$ cat src/rtl/spi_fm_pkg.sv
`timescale 1ns/1ps
package spi_fm_pkg;
  localparam int DATA_WORDS = 8;
  localparam int DATA_BITS  = DATA_WORDS * 32;
  localparam int IDX_W      = $clog2(DATA_BITS);
  localparam int CNT_W      = IDX_W + 1;
  localparam int CMD_BITS   = 32;
  localparam int CCNT_W     = $clog2(CMD_BITS) + 1;
  localparam int DSEL_W     = $clog2(DATA_WORDS);

  // word addresses (byte address >> 2)
  localparam logic [5:0] W_TRANS = 6'h00;
  localparam logic [5:0] W_CMD   = 6'h01;
  localparam logic [5:0] W_DATA0 = 6'h02;
  localparam logic [5:0] W_CFG   = 6'h0A;
  localparam logic [5:0] W_CNT   = 6'h0B;
  localparam logic [5:0] W_CS    = 6'h0E;

  localparam int START_BIT  = 8;
  localparam int BUSY_BIT   = 16;
  localparam int DIV_LSB    = 16;
  localparam int LSBF_BIT   = 3;
  localparam int CCNT_LSB   = 24;
  localparam int RCNT_LSB   = 12;
  localparam int TCNT_LSB   = 0;

  typedef enum logic [1:0] {PH_CMD, PH_TX, PH_RX, PH_END} phase_e;

  function automatic logic [2:0] bit_pos(input logic [2:0] i, input logic lsb_first);
    return lsb_first ? i : ~i;
  endfunction
endpackage

$ cat src/rtl/spi_fm_regs.sv
`timescale 1ns/1ps
module spi_fm_regs
  import spi_fm_pkg::*;
#(
  parameter int NUM_CS = 2,
  parameter int DIV_W  = 12
) (
  input  logic                 clk_i,
  input  logic                 rst_ni,
  input  logic                 bus_we_i,
  input  logic [7:0]           bus_addr_i,
  input  logic [31:0]          bus_wdata_i,
  output logic [31:0]          bus_rdata_o,
  input  logic                 busy_i,
  input  logic                 rx_we_i,
  input  logic [IDX_W-1:0]     rx_idx_i,
  input  logic                 rx_bit_i,
  output logic                 start_o,
  output logic [CMD_BITS-1:0]  cmd_o,
  output logic [DATA_BITS-1:0] data_o,
  output logic [DIV_W-1:0]     div_o,
  output logic                 lsb_o,
  output logic [CCNT_W-1:0]    cmd_cnt_o,
  output logic [CNT_W-1:0]     tx_cnt_o,
  output logic [CNT_W-1:0]     rx_cnt_o,
  output logic [NUM_CS-1:0]    cs_o
);
  logic [5:0]           word;
  logic [5:0]           dsel;
  logic                 in_data;
  logic                 wr_ok;
  logic [CMD_BITS-1:0]  cmd_q;
  logic [DATA_BITS-1:0] data_q;
  logic [DIV_W-1:0]     div_q;
  logic                 lsb_q;
  logic [CCNT_W-1:0]    ccnt_q;
  logic [CNT_W-1:0]     tcnt_q, rcnt_q;
  logic [NUM_CS-1:0]    cs_q;

  assign word    = bus_addr_i[7:2];
  assign dsel    = word - W_DATA0;
  assign in_data = (word >= W_DATA0) && (word < W_DATA0 + 6'(DATA_WORDS));
  // config-type registers are frozen while a transfer runs
  assign wr_ok   = bus_we_i && !busy_i;
  assign start_o = bus_we_i && (word == W_TRANS) && bus_wdata_i[START_BIT];

  always_ff @(posedge clk_i or negedge rst_ni) begin
    if (!rst_ni) begin
      cmd_q  <= '0;
      div_q  <= '0;
      lsb_q  <= 1'b0;
      ccnt_q <= '0;
      tcnt_q <= '0;
      rcnt_q <= '0;
      cs_q   <= '0;
    end else begin
      if (bus_we_i && word == W_CS) cs_q <= bus_wdata_i[NUM_CS-1:0];
      if (wr_ok) begin
        case (word)
          W_CMD: cmd_q <= bus_wdata_i;
          W_CFG: begin
            div_q <= bus_wdata_i[DIV_LSB +: DIV_W];
            lsb_q <= bus_wdata_i[LSBF_BIT];
          end
          W_CNT: begin
            ccnt_q <= bus_wdata_i[CCNT_LSB +: CCNT_W];
            rcnt_q <= bus_wdata_i[RCNT_LSB +: CNT_W];
            tcnt_q <= bus_wdata_i[TCNT_LSB +: CNT_W];
          end
          default: ;
        endcase
      end
    end
  end

  always_ff @(posedge clk_i or negedge rst_ni) begin
    if (!rst_ni) begin
      data_q <= '0;
    end else begin
      for (int k = 0; k < DATA_WORDS; k++) begin
        if (wr_ok && in_data && dsel[DSEL_W-1:0] == DSEL_W'(k))
          data_q[k*32 +: 32] <= bus_wdata_i;
      end
      if (rx_we_i) data_q[rx_idx_i] <= rx_bit_i;
    end
  end

  always_comb begin
    bus_rdata_o = '0;
    if (in_data) begin
      bus_rdata_o = data_q[{dsel[DSEL_W-1:0], 5'b0} +: 32];
    end else begin
      case (word)
        W_TRANS: bus_rdata_o[BUSY_BIT] = busy_i;
        W_CMD:   bus_rdata_o = cmd_q;
        W_CFG: begin
          bus_rdata_o[DIV_LSB +: DIV_W] = div_q;
          bus_rdata_o[LSBF_BIT]         = lsb_q;
        end
        W_CNT: begin
          bus_rdata_o[CCNT_LSB +: CCNT_W] = ccnt_q;
          bus_rdata_o[RCNT_LSB +: CNT_W]  = rcnt_q;
          bus_rdata_o[TCNT_LSB +: CNT_W]  = tcnt_q;
        end
        W_CS:    bus_rdata_o[NUM_CS-1:0] = cs_q;
        default: ;
      endcase
    end
  end

  assign cmd_o     = cmd_q;
  assign data_o    = data_q;
  assign div_o     = div_q;
  assign lsb_o     = lsb_q;
  assign cmd_cnt_o = ccnt_q;
  assign tx_cnt_o  = tcnt_q;
  assign rx_cnt_o  = rcnt_q;
  assign cs_o      = cs_q;


  div_frozen_chk: assert property (@(posedge clk_i) disable iff (!rst_ni)
    busy_i && $past(busy_i) |-> $stable(div_q) && $stable(tcnt_q) && $stable(cmd_q));
endmodule

$ cat src/rtl/spi_fm_sckgen.sv
`timescale 1ns/1ps
module spi_fm_sckgen #(
  parameter int DIV_W = 12
) (
  input  logic             clk_i,
  input  logic             rst_ni,
  input  logic             load_i,
  input  logic [DIV_W-1:0] div_field_i,
  input  logic             run_i,
  output logic             sck_o,
  output logic             sample_o,
  output logic             bit_end_o
);
  localparam int TW = DIV_W + 1;

  logic [TW-1:0] div_q, tick_q, lo_len;

  assign lo_len    = div_q - (div_q >> 1);
  assign sck_o     = run_i && (tick_q >= lo_len);
  // last low clock: the following edge raises SCK and samples MISO
  assign sample_o  = run_i && (tick_q == lo_len - 1'b1);
  assign bit_end_o = run_i && (tick_q == div_q - 1'b1);

  always_ff @(posedge clk_i or negedge rst_ni) begin
    if (!rst_ni) begin
      div_q  <= TW'(2);
      tick_q <= '0;
    end else begin
      if (load_i) div_q <= {1'b0, div_field_i} + TW'(2);
      if (!run_i || bit_end_o) tick_q <= '0;
      else                     tick_q <= tick_q + 1'b1;
    end
  end


  tick_range_chk: assert property (@(posedge clk_i) disable iff (!rst_ni)
    run_i |-> tick_q < div_q);
endmodule

$ cat src/rtl/spi_fm_seq.sv
`timescale 1ns/1ps
module spi_fm_seq
  import spi_fm_pkg::*;
(
  input  logic                 clk_i,
  input  logic                 rst_ni,
  input  logic                 start_i,
  input  logic [CCNT_W-1:0]    cmd_cnt_i,
  input  logic [CNT_W-1:0]     tx_cnt_i,
  input  logic [CNT_W-1:0]     rx_cnt_i,
  input  logic                 lsb_i,
  input  logic [CMD_BITS-1:0]  cmd_i,
  input  logic [DATA_BITS-1:0] data_i,
  input  logic                 miso_i,
  input  logic                 sample_i,
  input  logic                 bit_end_i,
  output logic                 busy_o,
  output logic                 load_o,
  output logic                 run_o,
  output logic                 mosi_o,
  output logic                 rx_we_o,
  output logic [IDX_W-1:0]     rx_idx_o,
  output logic                 rx_bit_o
);
  phase_e            phase_q, first_ph, nxt_ph;
  logic              busy_q, lsb_q, last_bit;
  logic [CCNT_W-1:0] c_lim, cmd_n_q;
  logic [CNT_W-1:0]  t_lim, r_lim, tx_n_q, rx_n_q, cur_n, bit_q;
  logic [2:0]        pos;
  logic [IDX_W-1:0]  stream_idx;

  assign load_o = start_i && !busy_q;
  assign c_lim  = (cmd_cnt_i > CCNT_W'(CMD_BITS)) ? CCNT_W'(CMD_BITS) : cmd_cnt_i;
  assign t_lim  = (tx_cnt_i > CNT_W'(DATA_BITS)) ? CNT_W'(DATA_BITS) : tx_cnt_i;
  assign r_lim  = (rx_cnt_i > CNT_W'(DATA_BITS)) ? CNT_W'(DATA_BITS) : rx_cnt_i;

  always_comb begin
    if      (c_lim != '0) first_ph = PH_CMD;
    else if (t_lim != '0) first_ph = PH_TX;
    else if (r_lim != '0) first_ph = PH_RX;
    else                  first_ph = PH_END;

    case (phase_q)
      PH_CMD:  nxt_ph = (tx_n_q != '0) ? PH_TX : ((rx_n_q != '0) ? PH_RX : PH_END);
      PH_TX:   nxt_ph = (rx_n_q != '0) ? PH_RX : PH_END;
      default: nxt_ph = PH_END;
    endcase

    case (phase_q)
      PH_CMD:  cur_n = CNT_W'(cmd_n_q);
      PH_TX:   cur_n = tx_n_q;
      PH_RX:   cur_n = rx_n_q;
      default: cur_n = '0;
    endcase
  end

  assign last_bit = (bit_q + 1'b1) == cur_n;

  always_ff @(posedge clk_i or negedge rst_ni) begin
    if (!rst_ni) begin
      busy_q  <= 1'b0;
      phase_q <= PH_END;
      bit_q   <= '0;
      cmd_n_q <= '0;
      tx_n_q  <= '0;
      rx_n_q  <= '0;
      lsb_q   <= 1'b0;
    end else if (load_o) begin
      busy_q  <= 1'b1;
      phase_q <= first_ph;
      bit_q   <= '0;
      cmd_n_q <= c_lim;
      tx_n_q  <= t_lim;
      rx_n_q  <= r_lim;
      lsb_q   <= lsb_i;
    end else if (busy_q) begin
      if (phase_q == PH_END) begin
        busy_q <= 1'b0;
      end else if (bit_end_i) begin
        if (last_bit) begin
          bit_q   <= '0;
          phase_q <= nxt_ph;
        end else begin
          bit_q <= bit_q + 1'b1;
        end
      end
    end
  end

  assign pos        = bit_pos(bit_q[2:0], lsb_q);
  assign stream_idx = {bit_q[IDX_W-1:3], pos};

  always_comb begin
    case (phase_q)
      // command word leaves highest byte first
      PH_CMD:  mosi_o = cmd_i[{~bit_q[4:3], pos}];
      PH_TX:   mosi_o = data_i[stream_idx];
      default: mosi_o = 1'b0;
    endcase
  end

  assign busy_o   = busy_q;
  assign run_o    = busy_q && (phase_q != PH_END);
  assign rx_we_o  = (phase_q == PH_RX) && sample_i;
  assign rx_idx_o = stream_idx;
  assign rx_bit_o = miso_i;


  start_ignored_chk: assert property (@(posedge clk_i) disable iff (!rst_ni)
    busy_q && start_i |=> $stable(cmd_n_q) && $stable(tx_n_q) && $stable(rx_n_q));

  busy_drop_chk: assert property (@(posedge clk_i) disable iff (!rst_ni)
    busy_q && phase_q == PH_END && !start_i |=> !busy_q);

  phase_order_chk: assert property (@(posedge clk_i) disable iff (!rst_ni)
    busy_q && phase_q != PH_END |=> busy_q && phase_q >= $past(phase_q));
endmodule

$ cat src/rtl/spi_flash_master.sv
`timescale 1ns/1ps
module spi_flash_master
  import spi_fm_pkg::*;
#(
  parameter int NUM_CS = 2,
  parameter int DIV_W  = 12
) (
  input  logic              clk_i,
  input  logic              rst_ni,
  input  logic              bus_we_i,
  input  logic [7:0]        bus_addr_i,
  input  logic [31:0]       bus_wdata_i,
  output logic [31:0]       bus_rdata_o,
  output logic              sck_o,
  output logic              mosi_o,
  input  logic              miso_i,
  output logic [NUM_CS-1:0] cs_n_o
);
  logic                 busy, start, load, run, sample, bit_end;
  logic                 rx_we, rx_bit, lsb;
  logic [IDX_W-1:0]     rx_idx;
  logic [CMD_BITS-1:0]  cmd;
  logic [DATA_BITS-1:0] data;
  logic [DIV_W-1:0]     div_field;
  logic [CCNT_W-1:0]    ccnt;
  logic [CNT_W-1:0]     tcnt, rcnt;
  logic [NUM_CS-1:0]    cs;

  spi_fm_regs #(.NUM_CS(NUM_CS), .DIV_W(DIV_W)) regs_i (
    .clk_i, .rst_ni, .bus_we_i, .bus_addr_i, .bus_wdata_i, .bus_rdata_o,
    .busy_i(busy), .rx_we_i(rx_we), .rx_idx_i(rx_idx), .rx_bit_i(rx_bit),
    .start_o(start), .cmd_o(cmd), .data_o(data), .div_o(div_field), .lsb_o(lsb),
    .cmd_cnt_o(ccnt), .tx_cnt_o(tcnt), .rx_cnt_o(rcnt), .cs_o(cs)
  );

  spi_fm_sckgen #(.DIV_W(DIV_W)) sckgen_i (
    .clk_i, .rst_ni, .load_i(load), .div_field_i(div_field), .run_i(run),
    .sck_o, .sample_o(sample), .bit_end_o(bit_end)
  );

  spi_fm_seq seq_i (
    .clk_i, .rst_ni, .start_i(start), .cmd_cnt_i(ccnt), .tx_cnt_i(tcnt),
    .rx_cnt_i(rcnt), .lsb_i(lsb), .cmd_i(cmd), .data_i(data), .miso_i,
    .sample_i(sample), .bit_end_i(bit_end), .busy_o(busy), .load_o(load),
    .run_o(run), .mosi_o, .rx_we_o(rx_we), .rx_idx_o(rx_idx), .rx_bit_o(rx_bit)
  );

  assign cs_n_o = ~cs;


  sck_idle_chk: assert property (@(posedge clk_i) disable iff (!rst_ni)
    !busy |-> !sck_o);

  mosi_hold_chk: assert property (@(posedge clk_i) disable iff (!rst_ni)
    sck_o && $past(sck_o) |-> $stable(mosi_o));

  rx_mosi_low_chk: assert property (@(posedge clk_i) disable iff (!rst_ni)
    rx_we |-> !mosi_o);
endmodule

$ cat config.mk
export PLATFORM = sky130hd
export DESIGN_NAME = spi_flash_master
export DESIGN_NICKNAME = d
export VERILOG_FILES = /design/src/rtl/spi_fm_pkg.sv /design/src/rtl/spi_fm_regs.sv /design/src/rtl/spi_fm_sckgen.sv /design/src/rtl/spi_fm_seq.sv /design/src/rtl/spi_flash_master.sv
export SDC_FILE = /design/constraint.sdc
export NUM_CORES = 1
export LEC_CHECK = 0
export BUFFER_PORTS_ARGS = -buffer_cell sky130_fd_sc_hd__buf_2
export CORE_MARGIN = 4
export CORE_UTILIZATION = 45
export CTS_CLUSTER_DIAMETER = 60
export CTS_CLUSTER_SIZE = 8
export DETAILED_ROUTE_END_ITERATION = 16
export GPL_ROUTABILITY_DRIVEN = 0
export SLEW_MARGIN = 20
export SYNTH_ARGS = -nofsm -noshare
export SYNTH_HDL_FRONTEND = slang
export SYNTH_SLANG_ARGS = --single-unit
$ cat constraint.sdc
create_clock -name clk_i -period 5.05 [get_ports clk_i]
set_input_delay 0 -clock clk_i [delete_from_list [all_inputs] [get_ports clk_i]]
set_output_delay 0 -clock clk_i [all_outputs]
set_load 0.02 [all_outputs]
# Word-level counts from Yosys, hierarchy flattened
# Index checks and enable logic that the tools add are counted.
[word_totals] ff_bits=390 out_inout_bits=36 in_bits=44
[op_classes] n_bitwise=3 n_addsub=7 n_mux=55 shift=1 n_lt_le_gt_ge=9 reduce_logical=40 n_eq_ne=19
[ops] operator="$mux 32" count=9
[ops] operator="$bwmux 256" count=1
[ops] operator="$mux 256" count=1
[ops] operator="$shiftx 256x9->32" count=1
[ops] operator="$mux 9" count=7
[ops] operator="$reduce_bool 9->1" count=4
[ops] operator="$pmux 9 s3" count=1
[ops] operator="$eq 13x13->1" count=2
[ops] operator="$sub 13x1->13 const B" count=2
[ops] operator="$pmux 4 s3" count=2
[ops] operator="$logic_and 1x1->1" count=21
[ops] operator="$eq 6x4->1 const B" count=3
[ops] operator="$gt 9x9->1 const B" count=2
[ops] operator="$mux 2" count=9
[ops] operator="$add 12x2->13 const B" count=1
[ops] operator="$add 13x1->13 const B" count=1
[ops] operator="$ge 13x13->1" count=1
[ops] operator="$mux 13" count=1
[ops] operator="$sub 13x12->13" count=1
[ops] operator="$eq 3x3->1 const B" count=4
[ops] operator="$pmux 5 s2" count=1
[ops] operator="$add 9x1->9 const B" count=1
[ops] operator="$eq 9x9->1" count=1
[ops] operator="$lt 8x9->1 const B" count=1
[ops] operator="other kinds (37)" count=56

# Longest topological paths before layout
[depth] ltp_word=9 ltp_mapped=16 depth_no_buf=15

# Hierarchy
# Synthesis repeated with hierarchy kept, for this count alone.
[hier_totals] hier_cells=2994 hier_area_um2=27835.4
[modules_own_cells] mod="spi_fm_regs" seq_area_each_um2=8182.8 cells_each=1975 area_per_inst_um2=19147.1 instances=1
[modules_own_cells] mod="spi_fm_seq" seq_area_each_um2=928.4 cells_each=631 area_per_inst_um2=5457.7 instances=1
[modules_own_cells] mod="spi_fm_sckgen" seq_area_each_um2=651.9 cells_each=386 area_per_inst_um2=3223.1 instances=1
[modules_own_cells] mod="spi_flash_master" seq_area_each_um2=0.0 cells_each=2 area_per_inst_um2=7.5 instances=1

# Worst setup path after synthesis
# No wires, ideal clock.
[synth_timing] path_type="register -> register" from="reg sckgen_i.div_q[1]" to="reg regs_i.data_q[100], in the netlist regs_i.data_o[100]" n_path_buf=2 setup_time_ns=0.128 t_arrival_ns=3.604 synth_period_minus_slack_ns=3.732 stages_incl_launch_ff=15 slack_ns=1.318 path_cell_list="dfstp_2 inv_1 fa_1 o21bai_2 a21oi_1 xnor2_1 o21a_1 nand2_1 xor3_1 nor4_1 nand4_1 buf_4 buf_6 nor4_1 mux2_1"
[synth_via] elab_chain_len=6
[synth_rtl] element="start: declaration" line="spi_fm_sckgen.sv:16" source="logic [TW-1:0] div_q, tick_q, lo_len;"
[synth_rtl] element="start signal: assignment" line="spi_fm_sckgen.sv:29" source="if (load_i) div_q <= {1'b0, div_field_i} + TW'(2);"
[synth_rtl] element="$sub 13x12->13" line="spi_fm_sckgen.sv:18" source="assign lo_len = div_q - (div_q >> 1);"
[synth_rtl] element="$sub 13x1->13" line="spi_fm_sckgen.sv:21" source="assign sample_o = run_i && (tick_q == lo_len - 1'b1);"
[synth_rtl] element="$eq 13x13->1" line="spi_fm_sckgen.sv:21"
[synth_rtl] element="$logic_and 1x1->1" line="spi_fm_sckgen.sv:21"
[synth_rtl] element="$logic_and 1x1->1" line="spi_fm_seq.sv:104" source="assign rx_we_o = (phase_q == PH_RX) && sample_i;"
[synth_rtl] element="$mux 256" line="spi_fm_regs.sv:84" source="if (rx_we_i) data_q[rx_idx_i] <= rx_bit_i;"
[synth_rtl] element="end signal: indexed assignment" line="spi_fm_regs.sv:82" source="data_q[k*32 +: 32] <= bus_wdata_i;"
[synth_rtl] element="end signal: indexed assignment" line="spi_fm_regs.sv:84"
[synth_rtl] element="end: declaration" line="spi_fm_regs.sv:33" source="logic [DATA_BITS-1:0] data_q;"
# Every way passes these cells.
# A chain may end at the register's enable or synchronous reset.

# Worst setup path in the final report
[layout_timing] from="reg sckgen_i.div_q[0]" to="reg regs_i.data_q[130], in the netlist regs_i.data_o[130]"
# Same word-level chain as after synthesis.

==> out/metrics.yaml <==
outcome:
  status: "complete, no violations"
synthesis:
  yosys_warnings: 0
  synthAdderAreaFrac_pct: 2.09
  synth_compound_area_share_pct: 5.13
  yosysTopAreaCell: "dfrtp_1"
  syn_area_um2: 27800
  synth_xor_xnor_area_share_pct: 2.69
  yosysSeqAreaShare_pct: 35.1
  synth_top_area_share_pct: 34.8
  synth.net_count: 2545
  synth_top_family_by_area: "multiplexers"
  avgSynthCellArea_um2: 11.3
  yosys-top-cells-area: "dfrtp_1 (35%), mux2_2 (18%), mux4_2 (12%)"
  ys.flop_type: "dfrtp_1"
  synth_mux_area_share_pct: 37.8
  ys_ff_latch: 390
  synth-edff-count: 0
  ys_types: 74
  async_flop_share_pct: 100
  syn_inst: 2456
  yosys.area_share.simple_pct: 12.5
routing:
  vias: 21581
  dr.first_iter.drc_count: 2183
  wire_per_inst_um: 28.8
  routed_wl_um: 92600
  firstDrtPassIters: 5
  ant_nets: 0
  viasPerCell: 6.71
  drc: 0
timing:
  tns_ns: 0
  worst_slew_pin_slew_ns: 1.13
  fin_skew_ns: 0.0493
  drv_slew: 0
  min_period_ns: 4.76
  hold_viol: 0
  setup_viol: 0
  period_share_pct: 94.3
  fmax_mhz: 210
  rsz0062_at_grt: "false"
  maxSlewHeadroom_pct: 24.8
final_layout:
  final_common_cell: "mux2_2"
  stdcell_count: 3214
  syn_to_final_growth_pct: 10.3
  layout_common_cells: "mux2_2 (456), dfrtp_1 (387), mux4_2 (154)"
  fin_area_um2: 30700
  diodes: 0
  n_fill_cell: 5257
  drive_gt1_share_pct: 34.6
  fin_nets: 2495
worst_setup_path:
  worstSetupPathType: "reg -> reg"
  crit_fanout: 128
  worstSetupEndpointType: "flop"
  arrival_ns: 5.26
  required_ns: 5.55
  cp-start-kind: "flop"
clock_network:
  cts.sinks: 390
  htreeDepth: 2
  path_clk_slew_ns: 0.05
  cts_setup_buffers: 0
  worst_skew_pair.late_latency_ns: 0.64
  cts_buffer_depth: 3
  numCtsBuffers: 56
  cts-root-buf: "clkbuf_16"
  tritoncts: "built"
global_route:
  grt_pass1_wl_um: 141000
  antenna_found_initial: 2
  grt_overflow: 0
  grt_pass1_vias: 22074
  grt_max_degree: 135
  grtUsageTotal_pct: 27.5
power:
  total_power_mw: 10.6
  power_density_nw_per_um2: 346
  power.leakage_nw: 12.3
  vdd_drop_max_mv: 0.298
die:
  io-pin-count: 80
  dieArea_um2: 65800
  dieHeight_um: 257
  floorplan.initialDensity_pct: 45.7
  core_um2: 60800
  fp.dieW_um: 257
  rows: 90
placement:
  port_buffers: 77
  dpl-instance-area_um2: 28600
  dp.cells: 3093
  dp_hpwl_um: 61600
job:
  cap_violations: 0
min_path:
  hold_class: "in -> reg"
==> layer usage <==
layer	up-vias	share of wire, %	GRT usage [%]
met5	-	0	0
met4	0	3.7	9.93
met3	196	10	6.39
met2	1106	46	43.9
met1	11013	40	37.0
li1	9266	-	-
==> layout make-up <==
class	count	area (um2)	share of cell area, %
flip-flops and latches	390	9760	31.9
inverters	30	113	0.367
clock buffers	80	1540	5.03
multi-input cells	1766	16900	55.1
clock inverters	4	78.8	0.257
well taps	782	978	3.19
repair buffers	162	1290	4.21
==> state kept, by name, summed over array words and instances (netlist names) <==
register	flops
regs_i.data_o	256
regs_i.cmd_o	32
sckgen_i.div_q	13
sckgen_i.tick_q	13
regs_i.div_o	12
regs_i.rx_cnt_o	9
regs_i.tx_cnt_o	9
seq_i.bit_q	9
seq_i.rx_n_q	9
seq_i.tx_n_q	9
regs_i.cmd_cnt_o	6
seq_i.cmd_n_q	6
regs_i.cs_o	2
seq_i.phase_q	2
regs_i.lsb_o	1
seq_i.busy_o	1
seq_i.lsb_q	1
==> cell families after synthesis <==
| family | after synthesis |
|---|---|
| AOI/OAI and AO/OA | 217 |
| xor gates and xnor gates | 82 |
| adders and majority gates | 46 |
| buffers and inverters | 300 |
| DFF | 390 |
| muxes | 783 |
| and+or+nand+nor | 638 |
==> metrics by stage <==
step	hold WS [ns]	utilization, %	worst slack (ns)
floorplan	-0.296	-	1.32
global placement	0.125	47.1	0.628
detailed placement	0.137	47.1	0.516
CTS	0.00244	50.3	0.158
global route	0.0403	50.4	0.151
finish	0.0235	50.4	0.290
==> synthesized netlist by cell type (24+ instances only) <==
master      n
a21oi_1    36
and3_1     24
buf_1      60
buf_2      25
clkbuf_1  158
dfrtp_1   387
ha_1       44
inv_1      30
mux2_1    138
mux2_2    456
mux2i_1    35
mux4_2    154
nand2_1   100
nand2b_1   38
nand3_1    33
nand4_1   135
nor2_1     90
nor2b_1    24
nor3_1     26
nor4_1    135
o21ai_0    73
xnor2_1    46
xor2_1     34
==> power breakdown <==
part / switching, mW / leakage, nW / internal [mW]
Sequential: 0.454 / 4.97 / 3.60
Combinational: 1.48 / 6.55 / 1.44
Clock: 1.47 / 0.785 / 2.14
Total: 3.41 / 12.3 / 7.18
==> path summary, 6_finish.rpt <==
check                                  start                  to  slack, ns  cells after the start
max in group asynchronous             rst_ni   regs_i.data_o[24]       3.74                      3
hold reg to reg              seq_i.rx_n_q[4]     seq_i.rx_n_q[4]       0.51                      2
setup reg to reg           sckgen_i.div_q[0]  regs_i.data_o[130]       0.29                     14
hold / removal                        miso_i   regs_i.data_o[43]       0.02                      2
setup / recovery           sckgen_i.div_q[0]  regs_i.data_o[130]       0.29                     14
min in group asynchronous             rst_ni     seq_i.rx_n_q[0]       0.03                      2
==> repair_timing <==
item / 4_1_cts / 5_1_grt
hold endpoints to repair: 355 / 0
hold buffers: 36 / 0
gates resized for setup: 0 / 1
endpoints found under the setup margin: 0 / 1
==> worst max-delay path: stages (launching register included) <==
cell and delay, ns:
dfrtp_1 0.42, inv_1 0.09, ha_1 0.23, fa_1 0.42
o21bai_2 0.26, a21oi_1 0.12, xnor2_1 0.49, o21a_1 0.27
nand2_1 0.08, xor3_1 0.20, nor4_1 0.54, nand4_1 0.28
buf_12 0.31, nor4_1 0.44, mux2_1 0.37
(Power assumes the default switching activity.)
